===== src/rtl/rtc_trim_pkg.sv =====
package rtc_trim_pkg;
  typedef enum logic [1:0] {
    TS_IDLE  = 2'd0,
    TS_WAIT  = 2'd1,
    TS_APPLY = 2'd2
  } trim_state_t;
endpackage


===== src/rtl/sec_divider.sv =====
module sec_divider #(
  parameter int CNT_W = 16
) (
  input  logic             clk,
  input  logic             rst,
  input  logic [CNT_W-1:0] last_cnt,
  output logic             boundary,
  output logic             tick_q
);
  logic [CNT_W-1:0] cnt;

  // terminal count reached: this edge ends the current second
  assign boundary = (cnt == last_cnt);

  always_ff @(posedge clk) begin
    if (rst) begin
      cnt    <= '0;
      tick_q <= 1'b0;
    end else begin
      tick_q <= boundary;
      cnt    <= boundary ? '0 : cnt + 1'b1;
    end
  end
endmodule


===== src/rtl/trim_ctrl.sv =====
module trim_ctrl
  import rtc_trim_pkg::*;
#(
  parameter int TRIM_W = 7
) (
  input  logic              clk,
  input  logic              rst,
  input  logic              wr_en,
  input  logic [TRIM_W-1:0] wr_trim,
  input  logic              boundary,
  output logic              busy_q,
  output logic              done_q,
  output logic              apply,
  output logic [TRIM_W-1:0] trim_q
);
  trim_state_t st;

  assign apply = (st == TS_APPLY);

  always_ff @(posedge clk) begin
    if (rst) begin
      st     <= TS_IDLE;
      trim_q <= '0;
      busy_q <= 1'b0;
      done_q <= 1'b0;
    end else begin
      done_q <= 1'b0;
      unique case (st)
        TS_IDLE: begin
          if (wr_en) begin
            trim_q <= wr_trim;
            busy_q <= 1'b1;
            st     <= TS_WAIT;
          end
        end
        TS_WAIT: begin
          if (boundary) begin
            if (trim_q == '0) begin
              st     <= TS_IDLE;
              busy_q <= 1'b0;
              done_q <= 1'b1;
            end else begin
              st <= TS_APPLY;
            end
          end
        end
        TS_APPLY: begin
          if (boundary) begin
            st     <= TS_IDLE;
            busy_q <= 1'b0;
            done_q <= 1'b1;
          end
        end
        default: st <= TS_IDLE;
      endcase
    end
  end
endmodule


===== src/rtl/period_calc.sv =====
module period_calc #(
  parameter int NOM_CYC = 32768,
  parameter int LSB_CYC = 128,
  parameter int TRIM_W  = 7,
  parameter int CNT_W   = 16
) (
  input  logic              apply,
  input  logic [TRIM_W-1:0] trim_q,
  output logic [CNT_W-1:0]  last_cnt
);
  int code;
  int len;

  always_comb begin
    code = int'($signed(trim_q));
    len  = apply ? (NOM_CYC - code * LSB_CYC) : NOM_CYC;
    last_cnt = CNT_W'(len - 1);
  end
endmodule


===== src/rtl/rtc_trim_prescaler.sv =====
module rtc_trim_prescaler #(
  parameter int NOM_CYC = 32768,
  parameter int LSB_CYC = 128,
  parameter int TRIM_W  = 7
) (
  input  logic              clk,
  input  logic              rst,
  input  logic              wr_en,
  input  logic [TRIM_W-1:0] wr_trim,
  output logic              busy_o,
  output logic              done_o,
  output logic              tick_o
);
  localparam int MAX_LEN = NOM_CYC + (2 ** (TRIM_W - 1)) * LSB_CYC;
  localparam int CNT_W   = $clog2(MAX_LEN);

  logic              boundary;
  logic              apply;
  logic [TRIM_W-1:0] trim_q;
  logic [CNT_W-1:0]  last_cnt;

  trim_ctrl #(.TRIM_W(TRIM_W)) u_ctrl (
    .clk(clk), .rst(rst), .wr_en(wr_en), .wr_trim(wr_trim),
    .boundary(boundary), .busy_q(busy_o), .done_q(done_o),
    .apply(apply), .trim_q(trim_q)
  );

  period_calc #(
    .NOM_CYC(NOM_CYC), .LSB_CYC(LSB_CYC), .TRIM_W(TRIM_W), .CNT_W(CNT_W)
  ) u_period (
    .apply(apply), .trim_q(trim_q), .last_cnt(last_cnt)
  );

  sec_divider #(.CNT_W(CNT_W)) u_div (
    .clk(clk), .rst(rst), .last_cnt(last_cnt),
    .boundary(boundary), .tick_q(tick_o)
  );
endmodule


===== config.mk =====
export PLATFORM = sky130hd
export DESIGN_NAME = rtc_trim_prescaler
export DESIGN_NICKNAME = d
export VERILOG_FILES = /design/src/rtl/rtc_trim_pkg.sv /design/src/rtl/sec_divider.sv /design/src/rtl/trim_ctrl.sv /design/src/rtl/period_calc.sv /design/src/rtl/rtc_trim_prescaler.sv
export SDC_FILE = /design/constraint.sdc
export NUM_CORES = 1
export LEC_CHECK = 0
export BUFFER_PORTS_ARGS = -buffer_cell sky130_fd_sc_hd__buf_2
export CORE_AREA = 2 2 61 63
export CTS_CLUSTER_SIZE = 25
export DETAILED_ROUTE_END_ITERATION = 6
export DIE_AREA = 0 0 63 65
export PLACE_DENSITY = 0.84
export SETUP_SLACK_MARGIN = 0.2
export SLEW_MARGIN = 30
export SYNTH_ARGS = -nofsm -noshare
export SYNTH_HDL_FRONTEND = slang
export SYNTH_SLANG_ARGS = --single-unit

===== constraint.sdc =====
create_clock -name clk -period 2.9 [get_ports clk]
set_input_delay 0.58 -clock clk [delete_from_list [all_inputs] [get_ports clk]]
set_output_delay 0.58 -clock clk [all_outputs]
set_load 0.02 [all_outputs]

# [Word-level counts from Yosys, hierarchy flattened]
# Index checks and enable logic that the tools add are counted.
[op_classes] muxes=15 n_reduce_logical=7 eq_ne=7 addsub=3
[op_table] cell="$add A16 B1 Y16 const B" n=1
[op_table] cell="$eq A16 B16 Y1" n=1
[op_table] cell="$mux W16" n=1
[op_table] cell="$sub A16 B14 Y16 const A" n=1
[op_table] cell="$sub A16 B2 Y16 const B" n=1
[op_table] cell="$mux W2" n=4
[op_table] cell="$logic_not A7 Y1" n=1
[op_table] cell="$mux W1" n=7
[op_table] cell="$ne A2 B1 Y1 const B" n=3
[op_table] cell="$pmux W2 S3" n=1
[op_table] cell="$reduce_and A5 Y1" n=1
[op_table] cell="$pmux W1 S3" n=1
[op_table] cell="$reduce_and A3 Y1" n=1
[op_table] cell="$reduce_bool A3 Y1" n=1
[op_table] cell="$eq A2 B1 Y1 const B" n=1
[op_table] cell="$eq A2 B2 Y1 const B" n=1
[op_table] cell="$logic_not A2 Y1" n=1
[op_table] cell="$ne A2 B2 Y1 const B" n=1
[op_table] cell="$pmux W1 S2" n=1
[op_table] cell="$reduce_and A2 Y1" n=1
[op_table] cell="$reduce_or A2 Y1" n=1
[word_totals] ff_bits=28 elab_cells=38 input_bits=10

# [Logic depth before layout (Yosys ltp)]
[logic_depth] ltp_word=6 depth_mapped=14

# [By module]
# A second synthesis with hierarchy kept.
[hier_totals] cells_unflattened=238 hier_area_um2=1976.9
[by_module_without_submodules] mod="sec_divider" instances=1 seq_area_each_um2=340.3 area_per_inst_um2=942.2 cells_each=103
[by_module_without_submodules] mod="trim_ctrl" instances=1 seq_area_each_um2=220.2 area_per_inst_um2=566.8 cells_each=67
[by_module_without_submodules] mod="period_calc" instances=1 seq_area_each_um2=0.0 area_per_inst_um2=467.9 cells_each=68

# [Worst setup path before layout]
# No wires, ideal clock.
[synth_path] kind="register to register" start="reg u_ctrl.st[0]" end="reg u_ctrl.busy_q" path_stages_with_launch=13 setup_time_ns=0.079 t_arrival_ns=2.647 path_slack_ns=0.173 path_cell_list="dfxtp_1 -> inv_1 -> ha_1 -> buf_2 -> buf_2 -> nand2_1 -> ha_1 -> a21boi_0 -> nand3_1 -> mux2_2 -> o2111a_1 -> or2_1 -> a211oi_2"
[synth_between] elab_chain_len=6 word_cells_on_any_way=13 cone_classes="add/sub (1); eq/ne (7); mux (2); reduce/logical (3)"
[synth_lines] element="start: declaration" line="trim_ctrl.sv:16" text="trim_state_t st;"
[synth_lines] element="start signal: assignment" line="trim_ctrl.sv:22" text="st <= TS_IDLE;"
[synth_lines] element="start signal: assignment" line="trim_ctrl.sv:33" text="st <= TS_WAIT;"
[synth_lines] element="start signal: assignment" line="trim_ctrl.sv:39" text="st <= TS_IDLE;"
[synth_lines] element="$eq A2 B2 Y1" line="trim_ctrl.sv:18, trim_ctrl.sv:28"
[synth_lines] element="$mux W16" line="period_calc.sv:16" text="len = apply ? (NOM_CYC - code * LSB_CYC) : NOM_CYC;"
[synth_lines] element="$sub A16 B2 Y16" line="period_calc.sv:17" text="last_cnt = CNT_W'(len - 1);"
[synth_lines] element="$eq A16 B16 Y1" line="sec_divider.sv:13" text="assign boundary = (cnt == last_cnt);"
[synth_lines] element="$ne A2 B1 Y1 (no source line)"
[synth_lines] element="$reduce_and A5 Y1 (no source line)"
[synth_lines] element="end signal: assignment" line="trim_ctrl.sv:24" text="busy_q <= 1'b0;"
[synth_lines] element="end signal: assignment" line="trim_ctrl.sv:32" text="busy_q <= 1'b1;"
[synth_lines] element="end signal: assignment" line="trim_ctrl.sv:40" text="busy_q <= 1'b0;"
[synth_lines] element="end: declaration" line="trim_ctrl.sv:11" text="output logic busy_q,"
# Parallel ways exist; a longest one is shown, timed or not.
# A chain may end at the register's enable or synchronous reset.

# [Worst setup path after layout]
[layout_path] start="reg u_ctrl.trim_q[0]" end="reg u_ctrl.busy_q"
[layout_between] elab_chain_len=6 word_cells_on_any_way=9 cone_classes="add/sub (2); eq/ne (4); mux (1); reduce/logical (2)"
[layout_lines] element="start: declaration" line="trim_ctrl.sv:14" text="output logic [TRIM_W-1:0] trim_q"
[layout_lines] element="start signal: assignment" line="trim_ctrl.sv:31" text="trim_q <= wr_trim;"
[layout_lines] element="$sub A16 B14 Y16" line="period_calc.sv:16"
[layout_lines] element="$mux W16" line="period_calc.sv:16"
[layout_lines] element="$sub A16 B2 Y16" line="period_calc.sv:17"
[layout_lines] element="$eq A16 B16 Y1" line="sec_divider.sv:13"
[layout_lines] element="$ne A2 B1 Y1 (no source line)"
[layout_lines] element="$reduce_and A5 Y1 (no source line) *"
# Mark *: on every way between the ends. The rest lies on a longest branch, timed or not.

==> flow_summary.rst <==
.. list-table::
   :header-rows: 1

   * - Metric
     - Value
   * - Outcome
     - finished clean
   * - Count of nets after finishing
     - roughly 240
   * - Starting DRT DRC Count
     - 26
   * - Drt wl/cell
     - approximately 13 microns
   * - TritonRoute pass-1 iters
     - 4
   * - Chip Width
     - about 63 microns
   * - Largest net degree at the start of global routing
     - 17
   * - Final min period
     - between 2 and 3 ns
   * - Worst Path Max Fanout
     - 7
   * - H-tree level count
     - 1
   * - Post-Synthesis Cell Area
     - ~1700 sq um
   * - DP Wirelength
     - 2480 microns
   * - Power Density
     - roughly 500 nW/um^2
   * - Vias in the first global route
     - 1322
   * - Share of flip-flops with an asynchronous set or reset after synthesis
     - 0%
   * - Layout Skew
     - slightly below 0.008 ns
   * - Final setup violation count
     - 0
   * - Worst IR drop on VDD
     - about 570 uV
   * - Worst setup slack for register-to-register paths
     - about 0.32 ns
   * - Clock slew at reported path FFs
     - 0.16 ns
   * - Number of different library cells in the post-synthesis netlist
     - 46
   * - CP Data Arrival Time
     - between 2 and 3 ns
   * - Setup repair after global routing missed its margin
     - false
   * - Number of flops mapped to enable cells by yosys
     - 0
   * - Max-capacitance violation count
     - 0
   * - Synth Instances
     - approximately 210
   * - Worst reg-to-reg path cell count
     - 10
   * - Post-route clock period utilization
     - between 80% and 90%
   * - Diodes inserted
     - 0
   * - Grt met1 use
     - 21.8%
   * - Initial standard-cell utilization of the core
     - 50.0%
   * - Count of antenna-violating nets left after detailed routing
     - 0
   * - DIE AREA
     - 4100 sq um
   * - Most frequent cells in the layout
     - sky130_fd_sc_hd__nor2_1, sky130_fd_sc_hd__dfxtp_1, sky130_fd_sc_hd__nand2_1, sky130_fd_sc_hd__nand3_1
   * - Reg2Reg Capture Point
     - u_ctrl.busy_q$_SDFFE_PP0P_
   * - Relative slew slack
     - about 65%
   * - Setup bufs post-CTS
     - 0
   * - Total Neg Setup Slack
     - 0 ns
   * - Classification of the worst-slack hold path
     - input pin to register
   * - Net count after synthesis
     - 228
   * - Total count of hold-check failures in the final report
     - 0
   * - Number of remaining DRC errors
     - 0
   * - Share of final-layout standard cells stronger than drive strength 1
     - between 10% and 20%
   * - Worst Hold Endpoint
     - u_ctrl.trim_q[5]$_SDFFE_PP0P_
   * - Ratio of routed vias to standard cells
     - approximately 5.4
   * - Root buffer cell
     - sky130_fd_sc_hd__clkbuf_4
   * - Ys flop type
     - sky130_fd_sc_hd__dfxtp_1
   * - Number of pins exceeding their max-slew limit in the final report
     - 0
   * - Number of warnings reported in the yosys synthesis log
     - 0
   * - Element type at the critical path end
     - register
   * - Met3 demand-to-capacity share in global routing
     - under 10%
   * - Static leakage
     - just under 0.8 nW
   * - Routability Congestion
     - about 0.84
   * - Initial antenna violation count
     - 0
   * - Instance count along the most critical hold path
     - 3
   * - Critical path type
     - register to register
   * - Post-synthesis sequential area ratio
     - roughly a third
   * - Mean Syn Cell Area
     - between 8 and 9 sq um
   * - DIE HEIGHT
     - between 60 and 70 microns
   * - Peak-usage layer in the global routing report
     - met2
   * - Synth-to-layout area growth
     - 12.5%
   * - Clock Sink Count
     - 28
   * - Number of ports placed on the die boundary
     - 13
   * - Cell area after placement
     - between 1500 and 2000 sq um
   * - Startpoint of the lowest-slack hold path
     - wr_trim[5]
   * - Highest attainable clock frequency
     - roughly 390 MHz
   * - Input/output buffers
     - 12
   * - Transition time of the tightest slew-check pin
     - between 0.5 and 0.6 ns
   * - Leading cell type in the layout, fill and taps excluded
     - sky130_fd_sc_hd__nor2_1
   * - Post-synthesis register bit count
     - 28
   * - Wire length reported by the detailed router
     - 3500 microns
   * - Grt met2 use
     - a little under a third
   * - First-pass GRT wire length
     - ~5800 microns
   * - Cts bufs inserted
     - 3
   * - Standard cell core area
     - between 3000 and 4000 sq um
   * - Count of standard-cell rows
     - 22
   * - Data required time at the worst endpoint
     - between 3 and 4 ns
   * - Clock tree from TritonCTS
     - done
   * - Insertion delay of the later-clocked pin in the worst-skew pair
     - approximately 0.34 ns
   * - Finished layout cell area
     - 1970 sq um
   * - Max Root-Sink Buffers
     - 2
   * - Sum of overflow across all layers after global routing
     - 0
   * - Startpoint kind of the worst setup timing path
     - register
   * - Vias after detailed routing
     - 1468
   * - Total global-route track usage
     - 17.5%
   * - R2r startpoint
     - u_ctrl.trim_q[0]$_SDFFE_PP0P_
[state kept, by name (all words and copies together) (netlist names)]
register,cells
u_div.cnt,16
u_ctrl.trim_q,7
u_ctrl.busy_q,1
u_ctrl.done_q,1
u_ctrl.st,2
u_div.tick_q,1
[worst max-delay path by stage]
stage | depth (start not counted) | endpoint | slack, ns | startpoint
floorplan | 12 | u_ctrl.busy_q$_SDFFE_PP0P_ | 0.24 | u_ctrl.st[0]$_SDFFE_PP0P_
global placement | 10 | u_ctrl.busy_q$_SDFFE_PP0P_ | 0.20 | u_ctrl.st[0]$_SDFFE_PP0P_
detailed placement | 10 | u_ctrl.busy_q$_SDFFE_PP0P_ | 0.11 | u_ctrl.st[0]$_SDFFE_PP0P_
CTS | 10 | u_ctrl.busy_q$_SDFFE_PP0P_ | 0.26 | u_ctrl.trim_q[0]$_SDFFE_PP0P_
global route | 8 | u_ctrl.busy_q$_SDFFE_PP0P_ | 0.20 | u_ctrl.trim_q[3]$_SDFFE_PP0P_
finish | 10 | u_ctrl.busy_q$_SDFFE_PP0P_ | 0.32 | u_ctrl.trim_q[0]$_SDFFE_PP0P_
[synth_stat cells, types with 2 or more instances]
cell                       number  area [sq um]
sky130_fd_sc_hd__a21oi_1       11          55.1
sky130_fd_sc_hd__a31oi_1        3          18.8
sky130_fd_sc_hd__and3_1         4          25.0
sky130_fd_sc_hd__buf_2          3          15.0
sky130_fd_sc_hd__clkbuf_1       3          11.3
sky130_fd_sc_hd__dfxtp_1       28           561
sky130_fd_sc_hd__ha_1           7          87.6
sky130_fd_sc_hd__inv_1         10          37.5
sky130_fd_sc_hd__mux2_2         2          22.5
sky130_fd_sc_hd__mux2i_1        3          30.0
sky130_fd_sc_hd__nand2_1       21          78.8
sky130_fd_sc_hd__nand2b_1       3          18.8
sky130_fd_sc_hd__nand3_1       17          85.1
sky130_fd_sc_hd__nand4_1        2          12.5
sky130_fd_sc_hd__nor2_1        30           113
sky130_fd_sc_hd__nor2b_1        3          18.8
sky130_fd_sc_hd__nor3_1         3          15.0
sky130_fd_sc_hd__nor3b_1        3          22.5
sky130_fd_sc_hd__nor4_1         4          25.0
sky130_fd_sc_hd__o21ai_0        4          20.0
sky130_fd_sc_hd__o21ai_2        2          17.5
sky130_fd_sc_hd__or3_4          2          22.5
sky130_fd_sc_hd__xnor2_1       12           105
sky130_fd_sc_hd__xor2_1         9          78.8
[critical path: stages (launching register included)]
cell and delay (ns):
sky130_fd_sc_hd__dfxtp_4 0.41, sky130_fd_sc_hd__inv_1 0.07, sky130_fd_sc_hd__ha_4 0.24, sky130_fd_sc_hd__or2_2 0.29, sky130_fd_sc_hd__o21ai_1 0.13, sky130_fd_sc_hd__nor3b_4 0.25, sky130_fd_sc_hd__xor3_1 0.34, sky130_fd_sc_hd__o2111a_2 0.20
sky130_fd_sc_hd__o2111a_1 0.15, sky130_fd_sc_hd__or2_1 0.22, sky130_fd_sc_hd__a211oi_2 0.21
[cells by family (layout without fill, tap and decap cells)]
family,count (synthesis),in the layout,synth area share (%)
adders and majority gates,7,7,5.01
AOI/OAI and AO/OA,30,30,11.7
and+or+nand+nor,100,100,29.2
DFF,28,28,32.1
xor gates and xnor gates,23,23,13.2
muxes,7,7,5.09
buffers and inverters,16,29,3.65
[stage by stage]
step | instances | power (mW) | hold WS (ns) | setup slack (ns) | utilization [%]
after floorplan | 211 | 0.673 | 0.430 | 0.237 | -
final | 272 | 1.01 | 0.468 | 0.325 | 56.2
after global placement | 268 | 0.723 | 0.445 | 0.203 | 53.3
after global routing | 272 | 1.07 | 0.474 | 0.196 | 56.2
after detailed placement | 268 | 0.730 | 0.453 | 0.109 | 53.3
after CTS | 272 | 0.992 | 0.468 | 0.260 | 55.3
[power breakdown]
group | internal (mW) | total, mW | switching, mW
clock network | 0.140 | 0.259 | 0.119
registers | 0.416 | 0.457 | 0.0408
logic | 0.129 | 0.293 | 0.164
total | 0.685 | 1.01 | 0.323
[area by class of cell]
type	count	area, sq um
Timing Repair Buffer	15	82.6
Fill cell	317	1530
Tap cell	48	60.1
Clock inverter	1	30.0
Inverter	10	37.5
Multi-Input combinational cell	167	1170
Clock buffer	3	22.5
Sequential cell	28	566
[timing repair]
action / in CTS / in global routing
endpoints found under the setup margin: 4 / 9
hold buffers: 0 / 0
gates resized for setup: 5 / 7
[routing by layer]
metal	vias up	wire length, microns
li1	758	-
met1	667	1600
met2	33	1710
met3	10	103
met4	0	85
met5	-	0
Power figures use the tool's default switching activity.
